$ cat src/rtl/mseq_pkg.sv
package mseq_pkg;

  localparam int RA_W   = 3;
  localparam int BOFF_W = 18;
  localparam int IW     = 32;

  typedef enum logic [2:0] {
    OPC_ALU    = 3'd0,
    OPC_ADDI   = 3'd1,
    OPC_BFINS  = 3'd2,
    OPC_EXSHI  = 3'd3,
    OPC_EXSHR  = 3'd4,
    OPC_LOAD   = 3'd5,
    OPC_BRANCH = 3'd6,
    OPC_UNDEF  = 3'd7
  } op_class_e;

  typedef struct packed {
    op_class_e           cls;
    logic                exit_f;
    logic                cond_nz;
    logic                annul;
    logic [RA_W-1:0]     dst;
    logic [RA_W-1:0]     src_a;
    logic [RA_W-1:0]     src_b;
    logic [BOFF_W-1:0]   boff;
  } instr_t;

  function automatic logic cond_holds(input logic want_nz, input logic reg_is_zero);
    return want_nz ? !reg_is_zero : reg_is_zero;
  endfunction

endpackage

$ cat src/rtl/mseq_decode.sv
module mseq_decode
  import mseq_pkg::*;
(
  input  logic [IW-1:0] word,
  output instr_t        ins,
  output logic          is_branch,
  output logic          bad_op
);

  logic unused_bits;

  always_comb begin
    ins.cls     = op_class_e'(word[2:0]);
    ins.cond_nz = word[4];
    ins.annul   = word[5];
    ins.exit_f  = word[7];
    ins.dst     = word[10:8];
    ins.src_a   = word[13:11];
    ins.src_b   = word[16:14];
    ins.boff    = word[31:14];
  end

  assign is_branch   = (ins.cls == OPC_BRANCH);
  assign bad_op      = (ins.cls == OPC_UNDEF);
  assign unused_bits = ^{word[6], word[3]};

endmodule

$ cat src/rtl/mseq_regfile.sv
module mseq_regfile
  import mseq_pkg::*;
#(
  parameter int DW    = 32,
  parameter int NREGS = 8
) (
  input  logic            clk,
  input  logic            rst_n,
  input  logic            clr,
  input  logic [DW-1:0]   init_r1,
  input  logic            we,
  input  logic [RA_W-1:0] waddr,
  input  logic [DW-1:0]   wdata,
  input  logic [RA_W-1:0] raddr_a,
  input  logic [RA_W-1:0] raddr_b,
  output logic [DW-1:0]   rdata_a,
  output logic [DW-1:0]   rdata_b
);

  logic [DW-1:0] regs [NREGS];

  for (genvar g = 0; g < NREGS; g++) begin : g_reg
    if (g == 0) begin : g_zero
      assign regs[g] = '0;
    end else begin : g_store
      logic [DW-1:0] q;
      always_ff @(posedge clk or negedge rst_n) begin
        if (!rst_n) begin
          q <= '0;
        end else if (clr) begin
          q <= (g == 1) ? init_r1 : '0;
        end else if (we && (waddr == RA_W'(g))) begin
          q <= wdata;
        end
      end
      assign regs[g] = q;
    end
  end

  assign rdata_a = regs[raddr_a];
  assign rdata_b = regs[raddr_b];

endmodule

$ cat src/rtl/mseq_flow.sv
module mseq_flow
  import mseq_pkg::*;
#(
  parameter int PC_W = 12
) (
  input  logic              clk,
  input  logic              rst_n,
  input  logic              launch,
  input  logic              is_branch,
  input  logic              bad_op,
  input  logic              exit_f,
  input  logic              cond_nz,
  input  logic              annul,
  input  logic [BOFF_W-1:0] boff,
  input  logic              src_a_zero,
  input  logic              cnt_ok,
  output logic              busy,
  output logic              done,
  output logic              error,
  output logic [PC_W-1:0]   pc,
  output logic              wr_allow
);

  logic            busy_q, done_q, err_q, dly_v_q, last_q;
  logic [PC_W-1:0] pc_q, dly_pc_q;

  logic            in_slot, slot_branch, fault, taken, take_annul, take_plain;
  logic            exit_req, finish, halt;
  logic [PC_W-1:0] tgt, nxt;

  function automatic logic [PC_W-1:0] branch_dest(input logic [PC_W-1:0] at,
                                                  input logic [BOFF_W-1:0] off);
    logic [PC_W-1:0] delta;
    delta = PC_W'($signed(off)) << 2;
    return at + delta;
  endfunction

  function automatic logic [PC_W-1:0] next_seq(input logic [PC_W-1:0] at);
    return at + PC_W'(4);
  endfunction

  always_comb begin
    in_slot     = dly_v_q | last_q;
    slot_branch = busy_q && is_branch && in_slot;
    fault       = busy_q && (slot_branch || bad_op);
    taken       = busy_q && is_branch && !in_slot && cond_holds(cond_nz, src_a_zero);
    take_annul  = taken && annul;
    take_plain  = taken && !annul;
    tgt         = branch_dest(pc_q, boff);
    exit_req    = busy_q && exit_f && !taken && !last_q && !fault;
    finish      = busy_q && last_q && !fault;
    halt        = fault || finish;
    wr_allow    = busy_q && !is_branch && !bad_op;
    if (take_annul)   nxt = tgt;
    else if (dly_v_q) nxt = dly_pc_q;
    else              nxt = next_seq(pc_q);
  end

  always_ff @(posedge clk or negedge rst_n) begin
    if (!rst_n) begin
      busy_q   <= 1'b0;
      done_q   <= 1'b0;
      err_q    <= 1'b0;
      dly_v_q  <= 1'b0;
      last_q   <= 1'b0;
      pc_q     <= '0;
      dly_pc_q <= '0;
    end else if (launch) begin
      busy_q   <= 1'b1;
      done_q   <= 1'b0;
      err_q    <= 1'b0;
      dly_v_q  <= 1'b0;
      last_q   <= 1'b0;
      pc_q     <= '0;
      dly_pc_q <= '0;
    end else if (busy_q) begin
      if (halt) begin
        busy_q  <= 1'b0;
        done_q  <= 1'b1;
        err_q   <= fault | !cnt_ok;
        dly_v_q <= 1'b0;
        last_q  <= 1'b0;
      end else begin
        pc_q     <= nxt;
        dly_v_q  <= take_plain;
        dly_pc_q <= tgt;
        last_q   <= exit_req;
      end
    end else begin
      done_q <= 1'b0;
    end
  end

  assign busy  = busy_q;
  assign done  = done_q;
  assign error = err_q;
  assign pc    = pc_q;

  AST_START_CLEARS: assert property (@(posedge clk) disable iff (!rst_n)
    launch |=> busy_q && pc_q == '0 && !dly_v_q && !last_q) else $error("start state");
  AST_SEQ_ADVANCE: assert property (@(posedge clk) disable iff (!rst_n)
    busy_q && !taken && !dly_v_q && !halt |=> pc_q == $past(pc_q) + PC_W'(4)) else $error("pc step");
  AST_DELAY_ARMED: assert property (@(posedge clk) disable iff (!rst_n)
    take_plain |=> busy_q && dly_v_q) else $error("delay slot");
  AST_DELAY_REDIRECT: assert property (@(posedge clk) disable iff (!rst_n)
    dly_v_q && !halt |=> pc_q == $past(dly_pc_q)) else $error("redirect");
  AST_ANNUL_JUMP: assert property (@(posedge clk) disable iff (!rst_n)
    take_annul |=> busy_q && pc_q == $past(tgt)) else $error("annul");
  AST_EXIT_HALTS: assert property (@(posedge clk) disable iff (!rst_n)
    finish |=> !busy_q && done_q) else $error("exit halt");
  AST_DONE_PULSE: assert property (@(posedge clk) disable iff (!rst_n)
    done_q |=> !done_q) else $error("done pulse");
  AST_SLOT_BRANCH: assert property (@(posedge clk) disable iff (!rst_n)
    slot_branch |=> err_q && done_q && !busy_q) else $error("slot branch");
  AST_UNDEF_OP: assert property (@(posedge clk) disable iff (!rst_n)
    busy_q && bad_op |=> err_q && !busy_q) else $error("undef op");
  AST_PARAM_MISMATCH: assert property (@(posedge clk) disable iff (!rst_n)
    finish && !cnt_ok |=> err_q) else $error("param count");

endmodule

$ cat src/rtl/macro_seq.sv
module macro_seq
  import mseq_pkg::*;
#(
  parameter int DW      = 32,
  parameter int NREGS   = 8,
  parameter int IMEM_AW = 10,
  parameter int PCNT_W  = 8
) (
  input  logic               clk,
  input  logic               rst_n,
  input  logic               start,
  input  logic [IMEM_AW-1:0] start_offset,
  input  logic [DW-1:0]      first_param,
  input  logic [PCNT_W-1:0]  param_total,
  output logic               busy,
  output logic               done,
  output logic               error,
  output logic               ctx_clear,
  output logic [IMEM_AW-1:0] imem_addr,
  input  logic [IW-1:0]      imem_rdata,
  output logic               exec_valid,
  output logic [IW-1:0]      exec_word,
  output logic [DW-1:0]      src_a_val,
  output logic [DW-1:0]      src_b_val,
  output logic [PCNT_W-1:0]  param_idx,
  input  logic [DW-1:0]      res_data,
  input  logic               res_param_taken
);

  localparam int PC_W = IMEM_AW + 2;

  instr_t               ins;
  logic                 is_branch, bad_op, launch, wr_allow, take_param, cnt_ok;
  logic [PC_W-1:0]      pc;
  logic [IMEM_AW-1:0]   offset_q;
  logic [PCNT_W-1:0]    pidx_q, pidx_next;

  assign launch    = start && !busy;
  assign ctx_clear = launch;

  always_ff @(posedge clk or negedge rst_n) begin
    if (!rst_n)      offset_q <= '0;
    else if (launch) offset_q <= start_offset;
  end

  assign imem_addr  = offset_q + pc[PC_W-1:2];
  assign exec_word  = imem_rdata;
  assign exec_valid = busy;

  mseq_decode u_decode (
    .word      (imem_rdata),
    .ins       (ins),
    .is_branch (is_branch),
    .bad_op    (bad_op)
  );

  mseq_regfile #(.DW(DW), .NREGS(NREGS)) u_regs (
    .clk     (clk),
    .rst_n   (rst_n),
    .clr     (launch),
    .init_r1 (first_param),
    .we      (wr_allow),
    .waddr   (ins.dst),
    .wdata   (res_data),
    .raddr_a (ins.src_a),
    .raddr_b (ins.src_b),
    .rdata_a (src_a_val),
    .rdata_b (src_b_val)
  );

  assign take_param = wr_allow && res_param_taken;
  assign pidx_next  = pidx_q + PCNT_W'(take_param);
  assign cnt_ok     = (pidx_next == param_total);

  always_ff @(posedge clk or negedge rst_n) begin
    if (!rst_n)          pidx_q <= PCNT_W'(1);
    else if (launch)     pidx_q <= PCNT_W'(1);
    else if (take_param) pidx_q <= pidx_next;
  end

  assign param_idx = pidx_q;

  mseq_flow #(.PC_W(PC_W)) u_flow (
    .clk        (clk),
    .rst_n      (rst_n),
    .launch     (launch),
    .is_branch  (is_branch),
    .bad_op     (bad_op),
    .exit_f     (ins.exit_f),
    .cond_nz    (ins.cond_nz),
    .annul      (ins.annul),
    .boff       (ins.boff),
    .src_a_zero (src_a_val == '0),
    .cnt_ok     (cnt_ok),
    .busy       (busy),
    .done       (done),
    .error      (error),
    .pc         (pc),
    .wr_allow   (wr_allow)
  );

  AST_PIDX_RESTART: assert property (@(posedge clk) disable iff (!rst_n)
    launch |=> pidx_q == PCNT_W'(1)) else $error("param index");
  AST_BUSY_NO_RELAUNCH: assert property (@(posedge clk) disable iff (!rst_n)
    busy && start |=> offset_q == $past(offset_q)) else $error("relaunch");

endmodule

$ cat config.mk
export PLATFORM = sky130hd
export DESIGN_NAME = macro_seq
export DESIGN_NICKNAME = d
export VERILOG_FILES = /design/src/rtl/mseq_pkg.sv /design/src/rtl/mseq_decode.sv /design/src/rtl/mseq_regfile.sv /design/src/rtl/mseq_flow.sv /design/src/rtl/macro_seq.sv
export SDC_FILE = /design/constraint.sdc
export NUM_CORES = 1
export LEC_CHECK = 0
export ABC_AREA = 0
export BUFFER_PORTS_ARGS = -buffer_cell sky130_fd_sc_hd__buf_4
export CORE_AREA = 2 2 144 287
export CTS_CLUSTER_SIZE = 14
export DETAILED_ROUTE_END_ITERATION = 10
export DIE_AREA = 0 0 146 289
export PLACE_DENSITY = 0.6
export SLEW_MARGIN = 0
export SYNTH_ARGS = -nofsm -noshare
export SYNTH_HDL_FRONTEND = slang
export SYNTH_SLANG_ARGS = --single-unit
$ cat constraint.sdc
create_clock -name clk -period 3.5 [get_ports clk]
set_clock_uncertainty 0.05 [all_clocks]
set_input_delay 0.525 -clock clk [delete_from_list [all_inputs] [get_ports clk]]
set_output_delay 0.525 -clock clk [all_outputs]
set_load 0.005 [all_outputs]
After elaboration in Yosys (flattened, before gate mapping) --
Index checks and enable logic that the tools add are counted.
Storage, ports and cells: register bits 271, input bits 118, output and inout bits 119, word-level logic and storage cells 133
Cells by class: add/subtract/negate cells 4, $lt $le $gt $ge 2, eq/ne operators 12, mux-type cells 46, bitwise gates (word level) 4, reductions and logical operators 49
Operator list (count):
- $mux 32 | 18
- $bmux 32 s3 | 2
- $mux 12 | 8
- $logic_not 32->1 | 1
- $logic_and 1x1->1 | 24
- $reduce_bool 2->1 | 10
- $eq 3x3->1 const B | 6
- $mux 1 | 16
- $mux 8 | 2
- $add 12x12->12 | 1
- $add 12x3->12 const B | 1
- $add 10x10->10 | 1
- $logic_not 1->1 | 10
- $add 8x1->8 | 1
- $eq 8x8->1 | 1
- $ge 4x4->1 const B | 2
- $not 3->4 | 2
- $eq 3x2->1 const B | 2
- $reduce_and 2->1 | 2
- $eq 3x1->1 const B | 1
- $ne 3x3->1 const B | 1
- $logic_or 1x1->1 | 2
- $ne 2x2->1 const B | 1
- $or 1x1->1 | 2

Depth between registers and ports, before layout --
depth in word-level cells 15, gate-level depth with buffers 13

By module --
Synthesis repeated with hierarchy kept, for this count alone.
Unflattened totals: cells, all modules 1823, area total of the unflattened synthesis 18036.0 um^2
Modules (own cells, without submodules):
- mseq_regfile | instances 1, cells an instance 1376, area an instance 14131.1 um^2
- mseq_flow | instances 1, cells an instance 232, area an instance 1983.2 um^2
- macro_seq | instances 1, cells an instance 180, area an instance 1657.8 um^2
- mseq_decode | instances 1, cells an instance 35, area an instance 264.0 um^2

Least setup slack after synthesis --
No wires, ideal clock.
kind input -> register, start input imem_rdata[12], end register u_flow.pc_q[4], in the netlist u_flow.pc[4], setup time 0.126 ns, arrival 2.740 ns, slack 0.584 ns, stages 11, buffers on the path 4, cell sequence buf_6 buf_6 buf_6 mux2_1 o22ai_1 o22ai_1 nor4_2 and4_4 mux2_4 buf_6 a221o_1
Between the ends: longest elaborated chain between the ends 13
Ends and longest elaborated chain:
- from (decl) | RTL line macro_seq.sv:20 | input logic [IW-1:0] imem_rdata,
- $not 3->4 (implied by the code) (*) | RTL line mseq_regfile.sv:40 | assign rdata_a = regs[raddr_a];
- $bmux 32 s3 (*) | RTL line mseq_regfile.sv:40
- $mux 32 (implied by the code) (*) (2 in a row) | RTL line mseq_regfile.sv:40
- $logic_not 32->1 (*) | RTL line macro_seq.sv:93 | .src_a_zero (src_a_val == '0),
- $logic_not 1->1 | RTL line mseq_pkg.sv:30 | return want_nz ? !reg_is_zero : reg_is_zero;
- $mux 1 (*) | RTL line mseq_pkg.sv:30
- $logic_and 1x1->1 (*) | RTL line mseq_flow.sv:46 | taken = busy_q && is_branch && !in_slot && cond_holds(cond_nz, src_a_zero);
- $logic_and 1x1->1 (*) | RTL line mseq_flow.sv:47 | take_annul = taken && annul;
- $mux 12 (*) | RTL line mseq_flow.sv:54 | if (take_annul) nxt = tgt;
- $mux 12 (*) | RTL line mseq_flow.sv:77 | if (halt) begin
- $mux 12 (*) | RTL line mseq_flow.sv:76 | end else if (busy_q) begin
- $mux 12 (*) | RTL line mseq_flow.sv:68 | end else if (launch) begin
- to (signal assigned) | RTL line mseq_flow.sv:84 | pc_q <= nxt;
- to (decl) | RTL line mseq_flow.sv:25 | logic [PC_W-1:0] pc_q, dly_pc_q;
Mark *: on every way between the ends. The rest lies on a longest branch, timed or not. The select of a mux whose other input is x is not followed. A chain may end at the register's enable or synchronous reset.

Worst setup path in the final report --
start register u_flow.pc_q[3], in the netlist u_flow.pc[3], end output imem_addr[9]
Between the ends: longest elaborated chain between the ends 1
Ends and longest elaborated chain:
- $add 10x10->10 | RTL line macro_seq.sv:46 | assign imem_addr = offset_q + pc[PC_W-1:2];
- to (decl) | RTL line macro_seq.sv:19 | output logic [IMEM_AW-1:0] imem_addr,
Every way passes these cells.

==> key figures <==
Routing
  – Via count: 14760
  – Final antenna-violating net count: 0
  – Vias per std cell: 5.869
  – Final WL: 57820 µm
  – 1st-iter DRT viols: 1142
  – Post-DR wirelength/cell: 22.99 µm
  – Drt first pass iters: 6
  – DRC Markers: 0

STA
  – Final worst path period need: 3.457 ns
  – RSZ-0062 raised after global routing: yes
  – Final Slew Violations: 0
  – Peak Freq: 289.3 MHz
  – Relative slew slack: 0.3969
  – Setup_tns: 0 ns
  – Worst slew pin tran: 0.9047 ns
  – Period utilization: 0.9876
  – Hold Fails Final Rpt: 0
  – Final setup fails: 0

Layout
  – Reg area: 0.006685 mm²
  – Area occupied by multi-input gates: 0.008222 mm²
  – Fill cell count: 3907
  – Final Cell Area: 0.01906 mm²
  – Final nets: 2105
  – Synthesis-to-finish area growth: 20.24%
  – Share of cells above drive strength 1: 0.2651

Critical path
  – Reg-to-Reg End: u_flow.pc[10]$_DFFE_PN0P_
  – Worst Path Max Fanout: 3
  – R2R cell count: 11
  – Crit. End Element: primary output
  – Critical path type: reg2out
  – Setup crit start kind: flop
  – R2R setup slack: 0.34 ns
  – Critical Path AT: 2.88 ns
  – RR Startpoint: u_flow.pc[2]$_DFFE_PN0P_
  – Critical Path RT: 2.92 ns

Clocking
  – Clock tree buffer depth: 3
  – Num CTS Buffers: 27
  – Skew-Pair Late Insertion Delay: 0.57 ns
  – H-tree depth: 1
  – Clock transition at path regs: 0.07 ns
  – CTS tree: yes
  – Clock sinks: 267
  – Root buffer cell: clkbuf_16

Yosys
  – Compound-cell area share of the yosys netlist: 0.1668
  – EDFF count, synth: 0
  – Largest family of logic cells by synthesized area: simple AND/OR/NAND/NOR gates
  – Post-synth cell types: 53
  – Register area share after synthesis: 0.4215
  – Mapped Area: 0.01586 mm²
  – Avg Cell Area, Syn: 8.838 µm²
  – Top_reg_cell synth: dfrtp_1
  – Yosys warns: 0
  – Post-synthesis net count: 1935
  – Synthesized flop and latch total: 267
  – Synth Area in Simple Gates: 0.1671
  – Xor-xnor portion of the synthesized cell area: 0.02154
  – Ys async rst share: 1.000
  – Mapped Cells: 1794
  – Mux cell area share after synthesis: 0.1397
  – Adder-cell share of the synthesized area: 0.01910

Floorplan
  – Core area: 0.04008 mm²
  – Starting Density: 0.3956
  – Die height: 289 µm
  – Row count: 104
  – Die X: 146 µm
  – Full die area: 0.04219 mm²
  – IO Pins: 237

Global route
  – Number of global-route vias before repair: 15080
  – Total GRT Usage: 0.2698
  – Remaining Overflow, GRT: 0
  – First-pass GRT wire length: 88800 µm
  – Pin count of the biggest net entering global routing: 122
  – Initial antenna violation count: 1

Job
  – Max-cap violations: 0

Placed design
  – Post-detail-place hpwl: 37850 µm
  – Placed inst area: 0.01810 mm²
  – IO buf count: 216
  – GPL Wtd Cong: 0.9173

Worst hold path
  – Hold Crit Class: in2reg
  – Hold Startpoint: start_offset[8]
  – Hold Path End: offset_q[8]$_DFFE_PN0P_
  – Hold path cells: 3

Power and ir drop
  – Worst VDD drop: 385.3 µV
  – Tot Pwr: 0.01163 W
  – LEAKAGE: 8.539 nW
  – Power per cell area: 610.0 mW/mm²

Outcome
  – Status: finished clean
-- state kept, by name (all words and copies together) (netlist names) --
register	count
param_idx	8
u_regs.g.g_store.q	224
u_flow.last_q	1
u_flow.done	1
u_flow.dly_pc_q	10
u_flow.pc	10
u_flow.error	1
u_flow.busy	1
u_flow.dly_v_q	1
offset_q	10
-- kinds of logic after synthesis --
| family | count (synthesis) |
|---|---|
| AOI/OAI and AO/OA | 433 |
| buffers and inverters | 214 |
| muxes | 162 |
| xor gates and xnor gates | 39 |
| DFF | 267 |
| and+or+nand+nor | 656 |
| adders and majority gates | 23 |
-- through the flow --
stage                     std cells  setup slack (ns)    util  hold WS, ns
after floorplan                1794            0.5841       -       0.1794
after global placement         2454           0.07306  0.4516       0.4087
after detailed placement       2454           0.04142  0.4516       0.4132
after CTS                      2512          0.002236  0.4748      0.09714
after global routing           2515          -0.04891  0.4757       0.1202
final                          2515           0.04349  0.4757       0.1104
-- synthesized netlist by cell type, drive strengths merged, types with 5 or more instances --
library cell  count  area, µm²
a221oi           64      573.1
o21ai            27      135.1
inv              44      165.2
o211ai            6      45.04
nand3            35      175.2
dfrtp           266       6656
nor3              7      40.04
nand2           527       1978
mux4             32      720.7
buf              55      421.7
a22oi            32      240.2
and3             10      62.56
xnor2            25      219.0
nand2b            5      31.28
nor4              7      50.05
o22ai            48      300.3
mux2            130       1494
ha               21      262.8
xor2             14      122.6
a21oi           234       1171
clkbuf          115      431.7
nor2             45      168.9
-- cell usage in the layout (no fill, tap or decap), drive strengths merged, types with 35 or more instances in the layout --
cell type,instances
nand2,527
nand3,35
clkbuf,36
nor2,45
inv,47
mux2,130
a21oi,234
dfrtp,266
a221oi,64
buf,310
o22ai,48
-- worst max-delay path by stage --
| stage | start | endpoint | cells after the start |
|---|---|---|---|
| floorplan | imem_rdata[12] | u_flow.pc[4]$_DFFE_PN0P_ | 11 |
| global route | u_flow.pc[3]$_DFFE_PN0P_ | imem_addr[9] | 10 |
| detailed placement | imem_rdata[12] | u_flow.pc[9]$_DFFE_PN0P_ | 13 |
| finish | u_flow.pc[3]$_DFFE_PN0P_ | imem_addr[9] | 10 |
| global placement | imem_rdata[12] | u_flow.pc[8]$_DFFE_PN0P_ | 12 |
| CTS | u_flow.pc[3]$_DFFE_PN0P_ | imem_addr[8] | 12 |
-- metal layers --
metal | track usage | part of all wire
met3 | 0.03008 | 0.064
met5 | 0 | 0
met1 | 0.3078 | 0.36
met4 | 0.1684 | 0.067
met2 | 0.4824 | 0.51
-- worst max-delay path: stages (launching register included) --
cell and delay [ns]:
dfrtp_1 0.42, ha_1 0.29, a21o_1 0.18, a21oi_2 0.16, o21ai_2 0.07, a21oi_2 0.15
o21bai_1 0.08, a21o_1 0.19, or4_1 0.49, and3_4 0.19, buf_6 0.11
-- power breakdown --
part,internal [W],switching [W]
combinational,0.00192,0.00228
sequential,0.00383,0.000737
clock,0.00154,0.00132
-- timing repair --
| action | in CTS | in global routing |
|---|---|---|
| setup endpoints to repair | 2 | 2 |
| hold buffers | 1 | 0 |
| pin swaps | 5 | 1 |
| setup buffers | 8 | 2 |
| endpoints found under the hold margin | 39 | 0 |
| resized for setup | 5 | 7 |
-- cell type report --
| cell class | instances | area share |
|---|---|---|
| multi-input combinational | 1313 | 0.4313 |
| sequential | 267 | 0.3507 |
| antenna | 1 | 0.0001313 |
| inverter | 44 | 0.008926 |
| clock inverter | 13 | 0.004660 |
| clock buffer | 36 | 0.03984 |
| tap | 530 | 0.03478 |
| timing repair buffer | 311 | 0.1298 |
(Power assumes the default switching activity.)
